===== config.mk =====
export PLATFORM = sky130hd
export DESIGN_NAME = binlog_unit
export DESIGN_NICKNAME = d
export VERILOG_FILES = /design/src/rtl/binlog_pkg.sv /design/src/rtl/lead_one_group.sv /design/src/rtl/lead_one_tree.sv /design/src/rtl/mant_shifter.sv /design/src/rtl/binlog_unit.sv
export SDC_FILE = /design/constraint.sdc
export NUM_CORES = 1
export LEC_CHECK = 0
export BUFFER_PORTS_ARGS = -buffer_cell sky130_fd_sc_hd__buf_2
export CORE_ASPECT_RATIO = 1.2
export CORE_UTILIZATION = 52
export CTS_CLUSTER_SIZE = 10
export DETAILED_ROUTE_END_ITERATION = 7
export PLACE_DENSITY = 0.79
export SETUP_SLACK_MARGIN = 0.02
export SYNTH_ARGS = -nofsm -noshare
export SYNTH_HDL_FRONTEND = slang
export SYNTH_SLANG_ARGS = --single-unit

===== constraint.sdc =====
create_clock -name clk -period 6.9 [get_ports clk]
set_input_delay 1.38 -clock clk [delete_from_list [all_inputs] [get_ports clk]]
set_output_delay 1.38 -clock clk [all_outputs]
set_load 0.1 [all_outputs]

===== src/rtl/binlog_pkg.sv =====
package binlog_pkg;

   // Barrel shifter construction variants
   typedef enum logic {
      SHIFT_MUX_CASCADE = 1'b0,  // log2(N) stages of 2:1 muxes
      SHIFT_DIRECT      = 1'b1   // single variable shift, left to synthesis
   } shift_style_e;

   function automatic bit is_pow2(input int unsigned v);
      return (v != 0) && ((v & (v - 1)) == 0);
   endfunction

endpackage


===== src/rtl/lead_one_group.sv =====
// Small leading-one detector: reports whether any bit is set and the
// index of the highest set bit. Used both for the groups and for the
// group-select level of the tree.
module lead_one_group #(
   parameter int unsigned W  = 4,
   localparam int unsigned PW = $clog2(W)
) (
   input  logic [W-1:0]  bits,
   output logic          found,
   output logic [PW-1:0] pos
);

   generate
      if (W < 2 || !binlog_pkg::is_pow2(W)) begin : g_bad_w
         $error("lead_one_group: W must be a power of two of at least 2");
      end
   endgenerate

   always_comb begin
      found = |bits;
      pos   = '0;
      // ascending scan: a later (higher) hit overrides an earlier one
      for (int i = 0; i < W; i++) begin
         if (bits[i]) begin
            pos = PW'(i);
         end
      end
   end

endmodule


===== src/rtl/lead_one_tree.sv =====
// Two-level leading-one detector: GROUP_W-bit detectors on the slices of
// the operand, then a detector over their found flags to pick the group.
module lead_one_tree #(
   parameter int unsigned IN_W    = 16,
   parameter int unsigned GROUP_W = 4,
   localparam int unsigned NG    = IN_W / GROUP_W,
   localparam int unsigned GPW   = $clog2(GROUP_W),
   localparam int unsigned IW    = $clog2(NG),
   localparam int unsigned POS_W = GPW + IW
) (
   input  logic [IN_W-1:0]  din,
   output logic             any_set,
   output logic [POS_W-1:0] lead_pos
);

   generate
      if (IN_W % GROUP_W != 0) begin : g_bad_split
         $error("lead_one_tree: IN_W must be a multiple of GROUP_W");
      end
      if (NG < 2) begin : g_bad_ng
         $error("lead_one_tree: at least two groups are required");
      end
   endgenerate

   logic [NG-1:0]          grp_found;
   logic [NG-1:0][GPW-1:0] grp_pos;
   logic [IW-1:0]          sel_idx;

   generate
      for (genvar g = 0; g < NG; g++) begin : g_grp
         lead_one_group #(
            .W(GROUP_W)
         ) i_grp (
            .bits  (din[g*GROUP_W +: GROUP_W]),
            .found (grp_found[g]),
            .pos   (grp_pos[g])
         );
      end
   endgenerate

   // second level: the highest group that saw a one wins
   lead_one_group #(
      .W(NG)
   ) i_sel (
      .bits  (grp_found),
      .found (any_set),
      .pos   (sel_idx)
   );

   assign lead_pos = {sel_idx, grp_pos[sel_idx]};

endmodule


===== src/rtl/mant_shifter.sv =====
// Left-aligns the operand so the leading one lands in the top bit, then
// drops it; what remains is the linear mantissa used as the fraction.
module mant_shifter #(
   parameter int unsigned            IN_W  = 16,
   parameter binlog_pkg::shift_style_e STYLE = binlog_pkg::SHIFT_MUX_CASCADE,
   localparam int unsigned POS_W  = $clog2(IN_W),
   localparam int unsigned FRAC_W = IN_W - 1
) (
   input  logic [IN_W-1:0]   din,
   input  logic [POS_W-1:0]  lead_pos,
   output logic [FRAC_W-1:0] frac
);

   localparam logic [POS_W-1:0] TOP_IDX = POS_W'(IN_W - 1);

   logic [POS_W-1:0] shamt;
   logic [IN_W-1:0]  aligned;

   assign shamt = TOP_IDX - lead_pos;

   generate
      if (STYLE == binlog_pkg::SHIFT_MUX_CASCADE) begin : g_mux
         logic [IN_W-1:0] stage [POS_W+1];
         assign stage[0] = din;
         for (genvar k = 0; k < POS_W; k++) begin : g_stage
            assign stage[k+1] = shamt[k] ? (stage[k] << (2**k)) : stage[k];
         end
         assign aligned = stage[POS_W];
      end else begin : g_direct
         assign aligned = din << shamt;
      end
   endgenerate

   assign frac = aligned[FRAC_W-1:0];

endmodule


===== src/rtl/binlog_unit.sv =====
// Base-two logarithm converter, one register stage.
module binlog_unit #(
   parameter int unsigned              IN_W        = 16,
   parameter int unsigned              GROUP_W     = 4,
   parameter binlog_pkg::shift_style_e SHIFT_STYLE = binlog_pkg::SHIFT_MUX_CASCADE,
   localparam int unsigned POS_W  = $clog2(IN_W),
   localparam int unsigned FRAC_W = IN_W - 1
) (
   input  logic              clk,
   input  logic              rst,
   input  logic              in_valid,
   input  logic [IN_W-1:0]   in_data,
   output logic              out_valid,
   output logic [POS_W-1:0]  out_int,
   output logic [FRAC_W-1:0] out_frac,
   output logic              out_zero
);

   generate
      if (!binlog_pkg::is_pow2(IN_W) || IN_W < 4) begin : g_bad_in_w
         $error("binlog_unit: IN_W must be a power of two of at least 4");
      end
      if (!binlog_pkg::is_pow2(GROUP_W) || GROUP_W >= IN_W) begin : g_bad_group
         $error("binlog_unit: GROUP_W must be a power of two below IN_W");
      end
   endgenerate

   logic              any_set;
   logic [POS_W-1:0]  lead_pos;
   logic [FRAC_W-1:0] mant;
   logic [POS_W-1:0]  int_c;
   logic [FRAC_W-1:0] frac_c;

   lead_one_tree #(
      .IN_W    (IN_W),
      .GROUP_W (GROUP_W)
   ) i_lod (
      .din      (in_data),
      .any_set  (any_set),
      .lead_pos (lead_pos)
   );

   mant_shifter #(
      .IN_W  (IN_W),
      .STYLE (SHIFT_STYLE)
   ) i_shift (
      .din      (in_data),
      .lead_pos (lead_pos),
      .frac     (mant)
   );

   // a zero operand has no leading one: force a clean all-zero result
   assign int_c  = any_set ? lead_pos : '0;
   assign frac_c = any_set ? mant     : '0;

   always_ff @(posedge clk) begin
      if (rst) begin
         out_valid <= 1'b0;
         out_int   <= '0;
         out_frac  <= '0;
         out_zero  <= 1'b0;
      end else begin
         out_valid <= in_valid;
         if (in_valid) begin
            out_int  <= int_c;
            out_frac <= frac_c;
            out_zero <= ~any_set;
         end
      end
   end

endmodule


Word-level counts from Yosys, hierarchy flattened
Cells that the tools add are included.
Storage, ports and cells
  word-level logic and storage cells: 34
  output and inout bits: 21
  input port bits: 19
  bits in registers: 21
Operators by class
  mux-type cells: 23
  bitwise gates (word level): 1
  $lt $le $gt $ge: 1
  add/subtract/negate cells: 1
  reductions and logical operators: 4
Operator list (count)
  2-to-1 mux 15 bit: 5
  2-to-1 mux 2 bit: 11
  OR reduction 16 bit: 1
  OR reduction 4 bit: 3
  2-to-1 mux 1 bit: 5
  binary-select mux 2 bit (select 2 bit): 1
  2-to-1 mux 4 bit: 1
  subtractor 4 bit (first input constant): 1
  < comparator 2 x 3 -> 1 bit (second input constant): 1
  NOT 1 bit: 1

Depth between registers and ports, before layout
Gate-level depths: netlist of the first run.
  depth after elaboration: 12
  mapped depth: 10
  mapped depth without buffers: 7

Cells and area by module
From an unflattened synthesis of the first run, not the netlist that was laid out.
Second synthesis, totals
  cells, all modules: 170
  area total of the unflattened synthesis: 1634.1 µm²
By module, submodules not included
  binlog_unit: cells each 89, sequential area each 420.4 µm², instances 1, area an instance 822.0 µm²
  mant_shifter: cells each 59, sequential area each 0.0 µm², instances 1, area an instance 640.6 µm²
  lead_one_group: cells each 4, sequential area each 0.0 µm², instances 5, area an instance 23.8 µm²
  lead_one_tree: cells each 2, sequential area each 0.0 µm², instances 1, area an instance 52.6 µm²

Worst setup path before layout of the first run
OpenSTA, ideal clock, no wires.
  path kind: in2reg
  start: in in_data[10]
  end: reg out_frac[11]
  cell stages on the path: 9
  setup slack: 3.557 ns
  data required time: 6.814 ns
  setup time: 0.086 ns
  data arrival time: 3.257 ns
  buffers on the path: 2
  path through: buf_2 nor4_4 nand3_4 o311a_1 buf_6 mux2i_1 o32ai_1 a221oi_2 a211oi_1
Between the ends
  cells in the longest elaborated chain, start to end: 11
  elaborated cells on any way between the ends: 14
  those cells by class: add/sub (1); mux (11); reduce/logical (2)
Ends and longest elaborated chain
  from (decl): line binlog_unit.sv:12  | input logic [IN_W-1:0] in_data,
  OR reduction 4 bit: line lead_one_group.sv:20  | found = |bits;
  2-to-1 mux 2 bit (2 in a row): line lead_one_group.sv:24  | if (bits[i]) begin
  binary-select mux 2 bit (select 2 bit): line lead_one_tree.sv:50  | assign lead_pos = {sel_idx, grp_pos[sel_idx]};
  2-to-1 mux 2 bit (not written as such): line lead_one_tree.sv:50
  subtractor 4 bit: line mant_shifter.sv:19  | assign shamt = TOP_IDX - lead_pos;
  2-to-1 mux 15 bit (4 in a row): line mant_shifter.sv:26  | assign stage[k+1] = shamt[k] ? (stage[k] << (2**k)) : stage[k];
  2-to-1 mux 15 bit (*): line binlog_unit.sv:54  | assign frac_c = any_set ? mant : '0;
  to (signal assigned): line binlog_unit.sv:66  | out_frac <= frac_c;
  to (decl): line binlog_unit.sv:15  | output logic [FRAC_W-1:0] out_frac,
Every way passes the cells marked *; elsewhere a longest branch is shown, timed or not. The select of a mux whose other input is x is not followed.
A chain may end at the register's enable or synchronous reset.

Final worst setup path of the first run
  start: in in_data[7]
  end: reg out_frac[13]
Between the ends
  cells in the longest elaborated chain, start to end: 12
  elaborated cells on any way between the ends: 14
  those cells by class: add/sub (1); mux (11); reduce/logical (2)
Ends and longest elaborated chain (line)
  OR reduction 4 bit: lead_one_group.sv:20
  2-to-1 mux 1 bit: lead_one_group.sv:24
  2-to-1 mux 2 bit (2 in a row): lead_one_group.sv:24
  binary-select mux 2 bit (select 2 bit): lead_one_tree.sv:50
  2-to-1 mux 2 bit (not written as such): lead_one_tree.sv:50
  subtractor 4 bit: mant_shifter.sv:19
  2-to-1 mux 15 bit (4 in a row): mant_shifter.sv:26
  2-to-1 mux 15 bit (*): binlog_unit.sv:54
Marked as above.

==> metrics, run 1 <==
outcome=finished clean; Die Width=between 50 and 60 um; clock latency on the worst-skew pair=approximately 0.3 ns; # clock sinks=21; TritonCTS clock tree=built; Post-synth EDFFs=0; DR vias=about 1,600; WL per Instance=~15 um; max-cap violations=0; end-of-flow core utilization=roughly 62%; die height=between 60 and 70 um; Power Total=0.000344 W; H-tree Lvls=1; row cnt=21; Seq cells post-synth=21; Mapped Avg Cell Area=approximately 8.0 sq um; Post-CTS Hold Buffers=0; fmax=about 260 MHz; number of remaining DRC errors=0; Post-Syn Area=around 0.0016 sq mm; Final Hold Fails=0; total setup buffers inserted after CTS=0; prevailing post-synth register cell=dfxtp_1; Layout Nets=246; Setup-failing EPs final=0; slew margin rel.=between 20% and 30%; total core area=0.00281 sq mm; post-CTS sizing=0; Reg area=~420 sq um; WP data arrival=slightly above 4 ns; Crit path required time=7.10 ns; CTS Buffer Depth=2; Switching Share=around 45%; DRT iter0 DRCs=between 60 and 70; ranking of synthesized cells by area=dfxtp_1, mux2i_1, nor2_1; Unique masters post-synth=43; clk root buf=clkbuf_4; PortBufs=39; crit-path max FO=27; actual slew at the worst max-slew pin=about 1.2 ns; Setup crit start kind=primary input; Pleak=between 0.7 and 0.8 nW; worst min-delay path class=reg -> reg; Tot GR Track Use=a little over a quarter; Ports=40; vias in the first global route=1,452; gpl congestion=between 0.9 and 1; initial core utilization=55.2%; setup TNS=0 ns; # diodes=0; Worst Skew=0 ns; post-route ant nets=0; P_int=between 0.00015 and 0.0002 W; Gate power share=a little over two fifths; final wirelength=roughly 4000 um; multi-input logic area=approximately 0.0010 sq mm; Seq pwr share=between 30% and 40%; First-pass DRT Iterations=5; DP Area=approximately 0.0017 sq mm; DPL Wire Length=roughly 3000 um; Worst VDD drop=between 0.1 and 0.15 mV; initial antenna violation count=0; Power Density=197 mW/mm^2; NetSw=between 0.00015 and 0.0002 W; first-pass GRT wire length=6560 um; CTS buffer count=3; via density per instance=between 6 and 7; fin crit period=roughly 3.9 ns; layout cells sized above 1=between 20% and 30%; post-synthesis async set-or-reset flop share=0%; crit path kind=in -> reg; top cell type's share of synthesized area=roughly 27%; Synth top cells by count=nor2_1, mux2i_1, dfxtp_1, nand2_1, a21oi_1; Post-Layout Inst Area=about 0.0017 sq mm; count leader, synth=nor2_1; fill cell instance count of the final layout=280; clock network fraction of design power=17.1%; grt ovf=0; Seq/Total Area, Yosys=between 20% and 30%; leading area contributor after synthesis=dfxtp_1; period utilisation layout=a little under three fifths; Pins Over Slew Limit=0; largest net degree at the start of global routing=28; warnings from Yosys=0; Clk pin slew, worst setup/hold paths=0.11 ns; RSZ-0062 raised after global routing=no; P&R area growth vs syn=12.7%; Post-Syn Instances=roughly 190; Worst Setup End Kind=register; die area=around 0.0032 sq mm; post-synthesis net count=about 210
[cell usage in the layout (no fill, tap or decap), types with 2 or more instances in the layout]
cell / n
buf_2: 39
nor2_1: 24
mux2i_1: 23
dfxtp_1: 21
nand2_1: 18
a21oi_1: 13
nand3_1: 10
o21ai_0: 10
o31ai_1: 7
inv_1: 6
a22oi_1: 6
nor3_1: 5
a32oi_1: 3
a211oi_1: 3
clkbuf_4: 3
or4_1: 2
o32ai_1: 2
nor2b_1: 2
nand2b_1: 2
o31a_1: 2
a221oi_2: 2
o22ai_1: 2
o211ai_1: 2
o21ai_1: 2
[critical path, stage by stage]
cell and delay, ns:
buf_2 0.13, or4_1 0.59, nor3_1 0.20, o311a_1 0.97, mux2i_1 0.32, nor2_1 0.11
a221oi_2 0.26, a21oi_1 0.09
[routing by layer]
layer  track usage [%]  vias up  routed length (um)
met5                 0        -                   0
met4              13.5        0                  98
met3              2.92       11                 206
met2              46.3       60                1970
met1              33.8      742                1740
li1                  -      808                   -
[area by class of cell]
cell class	instances	area share (%)
clock buffer	4	1.50
inverter	6	1.29
multi-input combinational	156	59.6
sequential	21	24.0
tap	34	2.43
timing repair buffer	39	11.2
[final timing paths]
check                             from                   endpoint  slack [ns]  depth (start not counted)
max                         in_data[7]  out_frac[13]$_SDFFE_PP0P_        3.05                          8
min reg2reg   out_frac[2]$_SDFFE_PP0P_   out_frac[2]$_SDFFE_PP0P_        0.47                          2
min           out_frac[2]$_SDFFE_PP0P_   out_frac[2]$_SDFFE_PP0P_        0.47                          2
max reg2reg  out_frac[12]$_SDFFE_PP0P_  out_frac[12]$_SDFFE_PP0P_        5.99                          4
[power by group through the flow]
stage	sequential [W]	combinational, W	clock, W
floorplan	0.000203	0.0000558	0
global placement	0.000137	0.000149	0
detailed placement	0.000137	0.000149	0
CTS	0.000135	0.000150	0.0000585
global route	0.000136	0.000160	0.0000668
finish	0.000135	0.000150	0.0000589
[per-stage QoR]
step	setup slack, ns	hold WS (ns)	instances
after detailed placement	2.77	0.452	256
after CTS	3.08	0.467	260
final	3.05	0.471	260
after global placement	2.83	0.437	256
after floorplan	3.56	0.880	194
after global routing	2.84	0.495	260
[registers in the layout, indices dropped and copies added (netlist names)]
| register | cells |
|---|---|
| out_frac | 15 |
| out_int | 4 |
| out_valid | 1 |
| out_zero | 1 |
[cell families (layout without fill, tap and decap cells)]
kind of cell / count (synthesis) / count (layout) / share of synthesized area [%]
buf+inv: 17 / 49 / 5.73
mux: 24 / 24 / 15.6
compound gates: 65 / 65 / 30.6
flops: 21 / 21 / 27.1
simple gates: 67 / 67 / 21.0
(Power assumes the default switching activity.)
==> inputs of run 2 (changes only) <==
ABC_AREA = 1   (was default)
CORE_UTILIZATION = 48   (was 52)
PLACE_DENSITY = 0.75   (was 0.79)
clock period = 3.44 ns   (was 6.9 ns; I/O delays follow)
==> run 2 against run 1 <==
- clock power grew to 2.6 times the previous value
- critical path depth up 4
- sequential share of layout area decreased by 1.8 points
- combinational power increased by 110%
- critical endpoint is now out_frac[8]$_SDFFE_PP0P_
- synthesized cell count up 35%
- critical path type unchanged
- area after synthesis grew 9.3%
- highest routed layer unchanged
==> metrics, run 2 <==
Synth top cells by count=nand2_1, nand3_1, a21oi_1, dfxtp_1, inv_1; setup TNS=0 ns; initial core utilization=between 50% and 60%; Worst Setup End Kind=register; top cell type's share of synthesized area=between 20% and 30%; clk root buf=clkbuf_8; WL per Instance=between 10 and 15 um; post-CTS sizing=0; leading area contributor after synthesis=dfxtp_1; total core area=0.00337 sq mm; initial antenna violation count=0; max-cap violations=0; PortBufs=39; clock network fraction of design power=approximately a fifth; DR vias=between 1,500 and 2,000; crit-path max FO=14; first-pass GRT wire length=6880 um; worst min-delay path class=reg -> reg; cell total after placement=about 330; Seq/Total Area, Yosys=about a quarter; layout cells sized above 1=approximately 28%; final wirelength=approximately 4000 um; clock latency on the worst-skew pair=0.25 ns; outcome=finished clean; Pins Over Slew Limit=0; Post-Syn Area=~0.0017 sq mm; Power Density=390 mW/mm^2; fin cells=between 300 and 400; Switching Share=44.1%; die height=67.1 um; Tot GR Track Use=between 20% and 30%; DPL Wire Length=between 3000 and 4000 um; row cnt=23; Crit path required time=between 3 and 4 ns; Post-synth EDFFs=0; die area=between 0.003 and 0.004 sq mm; TritonCTS clock tree=built; most common cell after layout, fill and taps aside=nand2_1; largest net degree at the start of global routing=22; CTS buffer count=3; Gate power share=between 40% and 50%; via density per instance=about 5.3; Post-Syn Instances=between 200 and 300; Post-CTS Hold Buffers=0; NetSw=around 0.00033 W; max FFs per register=15; total setup buffers inserted after CTS=0; count leader, synth=nand2_1; Worst VDD drop=between 0.3 and 0.4 mV; fill cell instance count of the final layout=around 360; post-synthesis async set-or-reset flop share=0%; fmax=about 430 MHz; gpl congestion=just over 0.9; post-route ant nets=0; Setup crit start kind=primary input; DRT iter0 DRCs=slightly above 60; Setup-failing EPs final=0; crit path kind=in -> reg; vias in the first global route=around 1,600; # diodes=0; crit path launch=in_data[11]; Seq pwr share=a little over a third; slew margin rel.=a little under two thirds; Power Total=0.000738 W; fin crit period=2.31 ns; actual slew at the worst max-slew pin=around 0.54 ns; Die Width=roughly 56 um; grt ovf=0; Pleak=about 0.96 nW; RSZ-0062 raised after global routing=no; Seq cells post-synth=21; Unique masters post-synth=25; Hold Startpoint=out_frac[6]$_SDFFE_PP0P_; WP data arrival=between 2 and 3 ns; prevailing post-synth register cell=dfxtp_1; Clk pin slew, worst setup/hold paths=roughly 0.070 ns; H-tree Lvls=1; warnings from Yosys=0; Largest Register=out_frac; commonest non-fill, non-tap cells in the layout=nand2_1, nand3_1, buf_2; CTS Buffer Depth=2; number of remaining DRC errors=0; Largest regs=out_frac x15, out_int x4; # clock sinks=21; FF-to-FF Start=out_int[2]$_SDFFE_PP0P_; First-pass DRT Iterations=6; post-synthesis net count=~280; end-of-flow core utilization=56.3%; Final Hold Fails=0; Layout Nets=approximately 310; Worst Skew=0 ns; Mapped Avg Cell Area=6.47 sq um; ranking of synthesized cells by area=dfxtp_1, nand2_1, nand3_1; Ports=40; P_int=0.000413 W; P&R area growth vs syn=11.7%; period utilisation layout=between 60% and 70%
run 2: final timing paths:
| path | to | slack (ns) | depth (start not counted) |
|---|---|---|---|
| setup / recovery | out_frac[8]$_SDFFE_PP0P_ | 1.13 | 12 |
| setup reg to reg | out_int[2]$_SDFFE_PP0P_ | 2.78 | 4 |
| hold reg to reg | out_frac[6]$_SDFFE_PP0P_ | 0.46 | 2 |
| hold / removal | out_frac[6]$_SDFFE_PP0P_ | 0.46 | 2 |
run 2: area by class of cell:
cell class / count / area [sq um] / area share (%)
clock buffers: 4 / 45.0 / 2.38
inverters: 22 / 85.1 / 4.49
multi-input cells: 207 / 1090 / 57.8
flip-flops and latches: 21 / 420 / 22.2
well taps: 37 / 46.3 / 2.44
repair buffers: 40 / 203 / 10.7
run 2: cells by family after synthesis:
group,count (synthesis),synth area share [%]
compound gates,26,8.34
buf+inv,34,10.6
flops,21,24.8
simple gates,181,56.2
run 2: per-stage QoR:
stage	cell area, sq um	hold WS [ns]	setup WS, ns
after floorplan	1700	0.848	1.35
after global placement	1850	0.450	0.824
after detailed placement	1850	0.453	0.838
after CTS	1890	0.464	1.12
after global routing	1890	0.490	0.822
final	1890	0.461	1.13
run 2: worst max-delay path: stages:
cell	delay [ns]
buf_2	0.12
inv_1	0.07
nand2_1	0.08
nor2_4	0.15
nand2_2	0.11
nand2_1	0.32
inv_1	0.30
nor3_1	0.32
nand2_1	0.08
nand3_1	0.09
nand2_1	0.05
a21oi_1	0.12
run 2: layer usage:
| metal | GRT usage, % | part of all wire [%] | vias to the layer above | routed length [um] |
|---|---|---|---|---|
| met1 | 27.2 | 45 | 792 | 1810 |
| li1 | - | - | 925 | - |
| met4 | 9.45 | 1.5 | 0 | 59 |
| met3 | 2.33 | 2.6 | 6 | 105 |
| met5 | 0 | 0 | - | 0 |
| met2 | 40.8 | 51 | 41 | 2060 |
run 2: power by group through the flow:
stage          clock network [W]  registers [W]  logic (W)
6_report                0.000155       0.000269   0.000314
3_3_place_gp                   0       0.000274   0.000312
4_1_cts                 0.000159       0.000269   0.000314
3_5_place_dp                   0       0.000274   0.000314
2_1_floorplan                  0       0.000403   0.000135
5_1_grt                 0.000167       0.000271   0.000339
